[src/rtl/mac_stat_pkg.sv]
package mac_stat_pkg;
  // Counter width is fixed: the 16/16/8 fragment layout depends on it.
  localparam int unsigned STAT_CTR_W = 40;
  localparam int unsigned REG_W      = 16;
  localparam int unsigned RO_WORDS   = 4;
  localparam int unsigned RO_BITS    = RO_WORDS * REG_W;
  // Word addresses of the register map.
  localparam int unsigned CTRL_OFS   = 0;
  localparam int unsigned RO_OFS     = 4;
  localparam int unsigned CTR_OFS    = 16;
  // Control register bits.
  localparam int unsigned SNAP_BIT   = 0;
  localparam int unsigned CLR_BIT    = 1;

  typedef logic [STAT_CTR_W-1:0] stat_t;

  typedef struct packed {
    logic  wrapped;
    stat_t value;
  } stat_sum_t;

  // Modular add that also reports the carry out of the top bit.
  function automatic stat_sum_t stat_add(stat_t cur, stat_t inc);
    logic [STAT_CTR_W:0] s;
    stat_sum_t r;
    s = {1'b0, cur} + {1'b0, inc};
    r.wrapped = s[STAT_CTR_W];
    r.value   = s[STAT_CTR_W-1:0];
    return r;
  endfunction

  // Selects one 16-bit read fragment of a counter.
  function automatic logic [REG_W-1:0] stat_frag(stat_t v, logic [1:0] sel);
    logic [REG_W-1:0] r;
    case (sel)
      2'd0:    r = v[15:0];
      2'd1:    r = v[31:16];
      2'd2:    r = {8'h00, v[39:32]};
      default: r = '0;
    endcase
    return r;
  endfunction
endpackage

[src/rtl/stat_ctr_cell.sv]
module stat_ctr_cell
  import mac_stat_pkg::*;
#(
  parameter int unsigned BYTE_W   = 16,
  parameter bit          IS_OCTET = 1'b0
) (
  input  logic              clk,
  input  logic              rst_n,
  input  logic              evt,
  input  logic [BYTE_W-1:0] bytes,
  input  logic              snap,
  input  logic              clr,
  output stat_t             live,
  output stat_t             shadow,
  output logic              wrap
);
  stat_t     inc;
  stat_sum_t sum;

  generate
    if (IS_OCTET) begin : g_octet
      assign inc = stat_t'(bytes);
    end else begin : g_frame
      logic unused_bytes;
      assign unused_bytes = ^bytes;
      assign inc = stat_t'(1);
    end
  endgenerate

  assign sum  = stat_add(live, inc);
  assign wrap = evt & sum.wrapped & ~clr;

  always_ff @(posedge clk) begin
    if (!rst_n) begin
      live   <= '0;
      shadow <= '0;
    end else if (clr) begin
      live   <= '0;
      shadow <= '0;
    end else begin
      if (snap) shadow <= live;   // pre-increment value
      if (evt)  live   <= sum.value;
    end
  end
endmodule

[src/rtl/stat_rollover_map.sv]
module stat_rollover_map
  import mac_stat_pkg::*;
#(
  parameter int unsigned NUM_CTR = 8
) (
  input  logic                clk,
  input  logic                rst_n,
  input  logic                clr,
  input  logic [NUM_CTR-1:0]  wrap,
  input  logic [RO_WORDS-1:0] rd_word,
  output logic [RO_BITS-1:0]  flags
);
  logic unused_rd;
  assign unused_rd = ^rd_word;

  generate
    for (genvar b = 0; b < RO_BITS; b++) begin : g_bit
      if (b < NUM_CTR) begin : g_live
        always_ff @(posedge clk) begin
          if (!rst_n)   flags[b] <= 1'b0;
          else if (clr) flags[b] <= 1'b0;
          else          flags[b] <= (flags[b] & ~rd_word[b / REG_W]) | wrap[b];
        end
      end else begin : g_tie
        assign flags[b] = 1'b0;
      end
    end
  endgenerate
endmodule

[src/rtl/stat_reg_decode.sv]
module stat_reg_decode
  import mac_stat_pkg::*;
#(
  parameter int unsigned NUM_CTR = 8,
  parameter int unsigned ADDR_W  = 10
) (
  input  logic                          clk,
  input  logic                          rst_n,
  input  logic [ADDR_W-1:0]             addr,
  input  logic                          wr,
  input  logic                          rd,
  input  logic [REG_W-1:0]              wdata,
  input  logic [NUM_CTR*STAT_CTR_W-1:0] shadow_flat,
  input  logic [RO_BITS-1:0]            flags,
  output logic                          snap,
  output logic                          clr,
  output logic [RO_WORDS-1:0]           rd_word,
  output logic [REG_W-1:0]              rdata
);
  logic              ctrl_hit;
  logic              ro_hit;
  logic              ctr_zone;
  logic [ADDR_W-1:0] ctr_off;
  logic [REG_W-1:0]  rd_val;
  logic              unused_bits;

  assign unused_bits = ^{wdata[REG_W-1:2], ctr_off[1:0]};

  assign ctrl_hit = (addr == ADDR_W'(CTRL_OFS));
  assign ro_hit   = (addr[ADDR_W-1:2] == (ADDR_W-2)'(RO_OFS / 4));
  assign ctr_zone = (addr >= ADDR_W'(CTR_OFS));
  assign ctr_off  = addr - ADDR_W'(CTR_OFS);

  assign snap = wr & ctrl_hit & wdata[SNAP_BIT];
  assign clr  = wr & ctrl_hit & wdata[CLR_BIT];

  generate
    for (genvar w = 0; w < RO_WORDS; w++) begin : g_rdw
      assign rd_word[w] = rd & ro_hit & (addr[1:0] == 2'(w));
    end
  endgenerate

  always_comb begin
    rd_val = '0;
    if (ro_hit) begin
      rd_val = flags[{addr[1:0], 4'b0000} +: REG_W];
    end else if (ctr_zone) begin
      for (int i = 0; i < NUM_CTR; i++) begin
        if (ctr_off[ADDR_W-1:2] == (ADDR_W-2)'(i))
          rd_val = stat_frag(shadow_flat[i*STAT_CTR_W +: STAT_CTR_W], addr[1:0]);
      end
    end
  end

  always_ff @(posedge clk) begin
    if (!rst_n) rdata <= '0;
    else        rdata <= rd ? rd_val : '0;
  end
endmodule

[src/rtl/mac_stat_bank.sv]
module mac_stat_bank
  import mac_stat_pkg::*;
#(
  parameter int unsigned NUM_CTR    = 8,
  parameter int unsigned BYTE_W     = 16,
  parameter int unsigned ADDR_W     = 10,
  parameter logic [63:0] OCTET_MASK = 64'h0000_0000_0000_0011
) (
  input  logic                      clk,
  input  logic                      rst_n,
  input  logic [NUM_CTR-1:0]        evt_pulse,
  input  logic [NUM_CTR*BYTE_W-1:0] evt_bytes,
  input  logic [ADDR_W-1:0]         reg_addr,
  input  logic                      reg_wr,
  input  logic                      reg_rd,
  input  logic [15:0]               reg_wdata,
  output logic [15:0]               reg_rdata
);
  // NUM_CTR <= 64, BYTE_W <= 40, CTR_OFS + 4*NUM_CTR <= 2**ADDR_W.
  localparam int unsigned FLAT_W = NUM_CTR * STAT_CTR_W;

  // Named internal events, also observed by the bound checker.
  logic                  snap_cmd;
  logic                  clr_cmd;
  logic [RO_WORDS-1:0]   ro_rd_word;
  logic [NUM_CTR-1:0]    wrap_vec;
  logic [RO_BITS-1:0]    wrap_ext;
  logic [RO_BITS-1:0]    ro_flags;
  logic [FLAT_W-1:0]     live_flat;
  logic [FLAT_W-1:0]     shadow_flat;

  assign wrap_ext = RO_BITS'(wrap_vec);

  generate
    for (genvar g = 0; g < NUM_CTR; g++) begin : g_ctr
      stat_ctr_cell #(
        .BYTE_W  (BYTE_W),
        .IS_OCTET(OCTET_MASK[g])
      ) cell_i (
        .clk   (clk),
        .rst_n (rst_n),
        .evt   (evt_pulse[g]),
        .bytes (evt_bytes[g*BYTE_W +: BYTE_W]),
        .snap  (snap_cmd),
        .clr   (clr_cmd),
        .live  (live_flat[g*STAT_CTR_W +: STAT_CTR_W]),
        .shadow(shadow_flat[g*STAT_CTR_W +: STAT_CTR_W]),
        .wrap  (wrap_vec[g])
      );
    end
  endgenerate

  stat_rollover_map #(.NUM_CTR(NUM_CTR)) ro_i (
    .clk    (clk),
    .rst_n  (rst_n),
    .clr    (clr_cmd),
    .wrap   (wrap_vec),
    .rd_word(ro_rd_word),
    .flags  (ro_flags)
  );

  stat_reg_decode #(.NUM_CTR(NUM_CTR), .ADDR_W(ADDR_W)) dec_i (
    .clk        (clk),
    .rst_n      (rst_n),
    .addr       (reg_addr),
    .wr         (reg_wr),
    .rd         (reg_rd),
    .wdata      (reg_wdata),
    .shadow_flat(shadow_flat),
    .flags      (ro_flags),
    .snap       (snap_cmd),
    .clr        (clr_cmd),
    .rd_word    (ro_rd_word),
    .rdata      (reg_rdata)
  );
endmodule

[config.mk]
export PLATFORM = sky130hd
export DESIGN_NAME = mac_stat_bank
export DESIGN_NICKNAME = d
export VERILOG_FILES = /design/src/rtl/mac_stat_pkg.sv /design/src/rtl/stat_ctr_cell.sv /design/src/rtl/stat_rollover_map.sv /design/src/rtl/stat_reg_decode.sv /design/src/rtl/mac_stat_bank.sv
export SDC_FILE = /design/constraint.sdc
export NUM_CORES = 2
export LEC_CHECK = 0
export BUFFER_PORTS_ARGS = -buffer_cell sky130_fd_sc_hd__buf_2
export CAP_MARGIN = 20
export CORE_MARGIN = 5
export CORE_UTILIZATION = 35
export CTS_BUF_LIST = sky130_fd_sc_hd__clkbuf_2 sky130_fd_sc_hd__clkbuf_4 sky130_fd_sc_hd__clkbuf_8
export CTS_CLUSTER_DIAMETER = 60
export CTS_CLUSTER_SIZE = 16
export DETAILED_ROUTE_END_ITERATION = 6
export HOLD_SLACK_MARGIN = 0.02
export PLACE_DENSITY = 0.56
export SETUP_SLACK_MARGIN = 0.3
export SLEW_MARGIN = 10
export SYNTH_ARGS = -nofsm -noshare
export SYNTH_HDL_FRONTEND = slang
export SYNTH_SLANG_ARGS = --single-unit
[constraint.sdc]
create_clock -name clk -period 5.7 [get_ports clk]
set_clock_uncertainty 0.1 [all_clocks]
set_input_delay 1.71 -clock clk [delete_from_list [all_inputs] [get_ports clk]]
set_output_delay 1.71 -clock clk [all_outputs]
set_load 0.05 [all_outputs]
## Word-level counts from Yosys, hierarchy flattened

Index checks and enable logic that the tools add are counted.

| storage, ports and cells | value |
|---|---|
| bits in registers | 664 |
| input port bits | 166 |
| output and inout port bits | 16 |
| word-level logic and storage cells | 109 |

| cells by class | value |
|---|---|
| add/subtract/negate cells | 9 |
| $lt $le $gt $ge | 1 |
| equal/unequal tests | 10 |
| shift operators | 1 |
| mux-type cells | 18 |
| bitwise logic cells | 40 |
| reduce and logical (&&, ||, !) cells | 5 |

Operators with widths:

| operator | number |
|---|---|
| 16-bit one-hot mux with 3 select lines | 8 |
| 40-bit by 1-bit adder with 41-bit output (second input constant) | 6 |
| 16-bit 2-to-1 mux | 10 |
| 40-bit by 16-bit adder with 41-bit output | 2 |
| 64-bit by 7-bit indexed part select with 16-bit output | 1 |
| 8-bit by 3-bit equality test with 1-bit output (second input constant) | 4 |
| 1-bit AND | 29 |
| 8-bit by 1-bit equality test with 1-bit output (second input constant) | 2 |
| 8-bit by 2-bit equality test with 1-bit output (second input constant) | 2 |
| 10-bit by 5-bit greater-or-equal comparator with 1-bit output (second input constant) | 1 |
| 10-bit zero test | 1 |
| 10-bit by 5-bit subtractor with 10-bit output (second input constant) | 1 |
| 8-bit zero test | 1 |
| 1-bit bitwise OR | 8 |
| 1-bit inverter | 3 |
| 2-bit by 1-bit equality test with 1-bit output (second input constant) | 1 |
| 2-bit equality test (second input constant) | 1 |
| 2-bit zero test | 1 |
| 2-bit AND reduction | 1 |
| 2-bit OR reduction | 1 |

## Logic depth before layout (Yosys ltp)

| logic depth | value |
|---|---|
| depth in word-level cells | 12 |
| depth in mapped cells | 11 |
| depth with buffers taken out | 10 |

## Cells and area by module

Synthesis repeated with hierarchy kept, for this count alone.

| second synthesis, totals | value |
|---|---|
| cell total of the unflattened synthesis | 3705 |
| area, all modules | 33872.5 um^2 |

Modules (own cells, without submodules):

| module | times used | cells an instance | area an instance (um^2) | sequential area each (um^2) |
|---|---|---|---|---|
| stat_ctr_cell (g_ctr[1].cell_i ...) | 6 | 369 | 3453.3 | 1601.5 |
| stat_ctr_cell (g_ctr[4].cell_i) | 1 | 464 | 4235.3 | 1601.5 |
| stat_reg_decode | 1 | 488 | 4139.0 | 320.3 |
| stat_ctr_cell (g_ctr[0].cell_i) | 1 | 448 | 4018.9 | 1601.5 |
| stat_rollover_map | 1 | 91 | 759.5 | 160.2 |

## Worst setup path before layout

OpenSTA, ideal clock, no wires.

| timing | value |
|---|---|
| kind | input -> register |
| start | in evt_bytes[0] |
| end | reg g_ctr[0].cell_i.live[36] |
| library setup time | 70 ps |
| arrival | 3993 ps |
| data required time | 5530 ps |
| slack | 1537 ps |
| stages on the path | 11 |
| path buffers | 1 |
| cell sequence | ha_1 -> inv_1 -> fa_1 -> nor2b_1 -> o31a_1 -> o31ai_1 -> o21ai_2 -> a31oi_2 -> clkbuf_1 -> or4b_2 -> a21oi_1 |

| between the ends | value |
|---|---|
| cells in the longest elaborated chain, start to end | 1 |

RTL lines:

| element | line | source |
|---|---|---|
| start: declaration | mac_stat_bank.sv:12 | `input logic [NUM_CTR*BYTE_W-1:0] evt_bytes,` |
| 40-bit by 16-bit adder with 41-bit output | mac_stat_pkg.sv:26 | `s = {1'b0, cur} + {1'b0, inc};` |
| end signal: assignment | stat_ctr_cell.sv:42 | `if (evt) live <= sum.value;` |
| end: declaration | stat_ctr_cell.sv:13 | `output stat_t live,` |

No other way between the ends.
A chain may end at the register's enable or synchronous reset.

## Worst setup path in the final report

| timing | value |
|---|---|
| start | in reg_addr[7] |
| end | reg g_ctr[3].cell_i.shadow[36] |

| between the ends | value |
|---|---|
| cells in the longest elaborated chain, start to end | 4 |
| elaborated cells between the ends (all ways) | 5 |
| classes of those cells | bitwise: 3; reduce/logical: 2 |

RTL lines:

| element | line | source |
|---|---|---|
| start: declaration | mac_stat_bank.sv:13 | `input logic [ADDR_W-1:0] reg_addr,` |
| 10-bit zero test (*) | stat_reg_decode.sv:29 | `assign ctrl_hit = (addr == ADDR_W'(CTRL_OFS));` |
| 1-bit AND (*) | stat_reg_decode.sv:34, stat_reg_decode.sv:35 |  |
| 1-bit AND | stat_reg_decode.sv:35 | `assign clr = wr & ctrl_hit & wdata[CLR_BIT];` |
| 2-bit OR reduction (no line) | n/a |  |
| end signal: assignment | stat_ctr_cell.sv:41 | `if (snap) shadow <= live;` |
| end: declaration | stat_ctr_cell.sv:14 | `output stat_t shadow,` |

Every way passes the cells marked *; elsewhere a longest branch is shown, timed or not.

==> run summary <==
The worst register-to-register path has a setup slack of 2390 ps. The logs give 8.22 mW for the total chip power and 4530 ps for the data arrival time of the critical path. The number of enable flip-flop cells after synthesis works out to 0. For the final count of pins violating max slew, the log shows 0. The logs give 34.1% for the remaining max-slew budget at the tightest pin and 158 for the maximum number of pins on one net before global-route repair. Synthesis produced a netlist with a net count of 3,846. For hold timing, the worst endpoint is g_ctr[6].cell_i.shadow[22]$_SDFFE_PP0P_.

The tools report the cell chosen for the clock root as clkbuf_8. The top cell types in the final layout, fill and taps aside, are 809 x nand2_1, 664 x dfxtp_1, 442 x a21oi_1. STA classifies the critical path endpoint as a register. At the end of the flow, the number of nets in the layout was 3,809. The floorplan has 107 rows. The logs give 664 for the number of sinks driven by the clock tree and 1,847 for the initial detailed-routing violation count.

Combinational cells account for 8.3% of the total power. In this run, CTS created clock tree buffers numbering 52. The proportion of register bits with asynchronous set or reset after synthesis is 0%. Routability-driven placement finished with a final weighted congestion of 0.842. The worst register-to-register path begins at g_ctr[4].cell_i.live[0]$_SDFFE_PP0P_. The logs give 8,917 for the fill cell total of the finished layout and 80,300 um for the final wirelength. After synthesis, flip-flops and latches occupy 44.6% of the total area.

TritonCTS built the clock tree. For this run, design rule violations remaining after detail routing come to 0. The first-pass GRT wire length was 127,000 um.

In the final routed layout, each cell accounts on average for 16.8 um. The time the worst path needs with I/O delays and setup was 4090 ps; the internal power consumption was 6.12 mW. The hold violation count in the final report is 0, and the sequential share of power is 57.6%. Counting instances, the worst hold path has a depth of 2.

Category of the critical setup timing path: primary input to register. For this design the top-level I/O count stands at 182. The floorplan step set the die width to 302 um. After detailed routing, the number of vias per cell comes to 5.07.

Setup violations remaining at the end of the flow were counted as 0. Net switching is 25.6% of the power. In this run the standard cell core region covers 0.0849 mm2.

The switching component of the power came out at 2.10 mW. The library cell used most frequently in the layout, excluding fill and tap cells, is nand2_1. After global routing the overflow that remains totals 0. The remaining antenna violation count after routing is 0. The worst-skew pair later-pin latency came out at 690 ps. Dividing total power by cell area gives a power density of 255 mW/mm2. For the pin with the worst max-slew slack, the measured transition is 981 ps.

Detailed placement ended at an HPWL of 55,400 um. Once the clock tree was built, the resizer swapped 0 gates to a different size. The flip-flop cell with the highest count after synthesis is dfxtp_1. The run finished with clean final reports. The startpoint identified for the worst hold timing path is g_ctr[6].cell_i.shadow[22]$_SDFFE_PP0P_.

In this run the worst path has a maximum fanout of 157. From synthesis to final layout, the design area changed by 8.44%. The number of cells on the worst reg-to-reg path works out to 10.

The class of the tightest hold or removal check is register to register. Global routing consumed, over all layers together, 17.1% of the routing resources. Required time reported for the critical path endpoint: 6150 ps.

After synthesis, the mean cell area works out to 8.18 um2. Synthesis produced a netlist whose cell count is 3,640. The die covers 0.0911 mm2.

Of the cells placed in the final design, the portion with a size suffix greater than 1 is 7.87%. The yosys synthesis warning count is 0. The worst setup path is launched from a primary input.

Setup repair after global routing left no endpoint under its margin. Of the total power, the clock network draws 34.1%. The peak supply drop was 0.152 mV; the number of violations of the max-capacitance limit was 0. Clock-pin slew was measured on the worst setup and hold paths at 100 ps. From bottom edge to top edge, the die measures 302 um. The filler-free cell count of the finished design came out at 4,780. Derived from the worst setup path, the maximum achievable clock frequency is 245 MHz.

The number of antenna violations at the first check in global routing came out at 7. The cell leakage power is 10.9 nW, and the post-route setup TNS is 0 ps. The run gives 22,300 as the number of global-route vias before repair.

Endpoint of the most critical register-to-register path: ro_i.flags[4]$_SDFF_PP0_. For the initial cell density of the core, the log shows 35.1%. Summing every instance area after synthesis gives 0.0298 mm2. The final route contains 24,200 vias.

CTS built an H-tree with a depth of 2. The tools report the number of placed instances, taps included as 4,693. Counting along the longest clock path gives a buffer depth of 3. The run gives 0 as the setup fix buffers added after clock tree synthesis. The ratio of final minimum period to clock period was 71.7%.

Counting distinct cell types in the post-synthesis netlist gives 74. Buffers placed on the I/O ports in this run total 71. The number of hold-repair buffers added at the cts stage was 0. The number of iterations in the first detailed-routing pass is 5.

Number of flip-flops and latches in the synthesized netlist: 664.
==> final cells by class <==
class / count / area (um2) / area share (%)
antenna: 4 / 10.0 / 0.0310
clock buffer: 68 / 905 / 2.80
clock inverter: 15 / 179 / 0.554
inverter: 50 / 188 / 0.581
multi-input combinational: 2704 / 15300 / 47.2
sequential: 664 / 13300 / 41.1
tap: 1144 / 1430 / 4.43
timing repair buffer: 131 / 1040 / 3.21
==> sequential cells by signal, summed over array words and instances (netlist names) <==
name,cells
ro_i.flags,8
g_ctr.cell_i.shadow,320
dec_i.rdata,16
g_ctr.cell_i.live,320
==> per-layer routing <==
metal  track usage (%)  part of all wire, %  vias to the layer above  routed length [um]
li1                  -                    -                    12300                   -
met1              25.2                   49                    11400               39700
met2              26.1                   43                      392               34500
met3              3.01                  5.1                      106                4130
met4              4.39                  2.5                        4                1990
met5                 0                0.029                        -                  23
==> cell usage after synthesis, drive strengths merged, types with 24 or more instances <==
master  number  area (um2)
mux2        33         372
o21ai      116         584
buf        133         746
nor2       356        1340
a21oi      443        2220
dfxtp      664       13300
mux2i       95         951
nand3       82         410
xnor2       98         858
nand2      810        3040
ha          38         475
o31ai       24         180
inv         49         184
nand4       79         494
a221oi      30         263
and4        33         289
nor3        30         165
clkbuf      89         335
or3         46         288
and3        40         250
xor2       153        1340
==> power groups by stage <==
stage | sequential (mW) | combinational, mW | clock, mW
floorplan | 4.82 | 0.494 | 0
global placement | 4.85 | 0.677 | 0
detailed placement | 4.85 | 0.678 | 0
CTS | 4.74 | 0.681 | 2.92
global route | 4.75 | 0.752 | 3.07
finish | 4.74 | 0.681 | 2.80
==> metrics by stage <==
step	area, um2	hold slack [ps]	util (%)	worst slack [ps]
2_1_floorplan	29800	325	-	1540
3_3_place_gp	31200	338	36.8	988
3_5_place_dp	31200	343	36.8	967
4_1_cts	32300	357	38.0	1700
5_1_grt	32300	368	38.1	1520
6_report	32300	355	38.1	1610
==> kinds of logic after synthesis <==
kind of cell               share of synthesized area (%)
and+or+nand+nor                                     23.0
AOI/OAI and AO/OA                                   13.7
DFF                                                 44.6
buffers and inverters                               4.26
xor gates and xnor gates                            7.38
muxes                                               5.35
adders and majority gates                           1.73
==> worst max-delay path, stage by stage <==
cell	delay (ps)
buf_2	90
or4_1	750
nor4b_2	480
and3_1	380
nand2_4	300
buf_12	340
nand2_1	190
a21oi_1	80
==> worst max-delay path by stage <==
stage,start,endpoint,slack (ps)
CTS,reg_addr[7],g_ctr[1].cell_i.live[2]$_SDFFE_PP0P_,1700
detailed placement,reg_addr[7],g_ctr[1].cell_i.live[16]$_SDFFE_PP0P_,970
global placement,reg_addr[7],g_ctr[6].cell_i.live[16]$_SDFFE_PP0P_,990
floorplan,evt_bytes[0],g_ctr[0].cell_i.live[36]$_SDFFE_PP0P_,1540
finish,reg_addr[7],g_ctr[3].cell_i.shadow[36]$_SDFFE_PP0P_,1610
global route,evt_bytes[64],ro_i.flags[4]$_SDFF_PP0_,1520
Note: power is estimated with default switching activity, not from simulation.
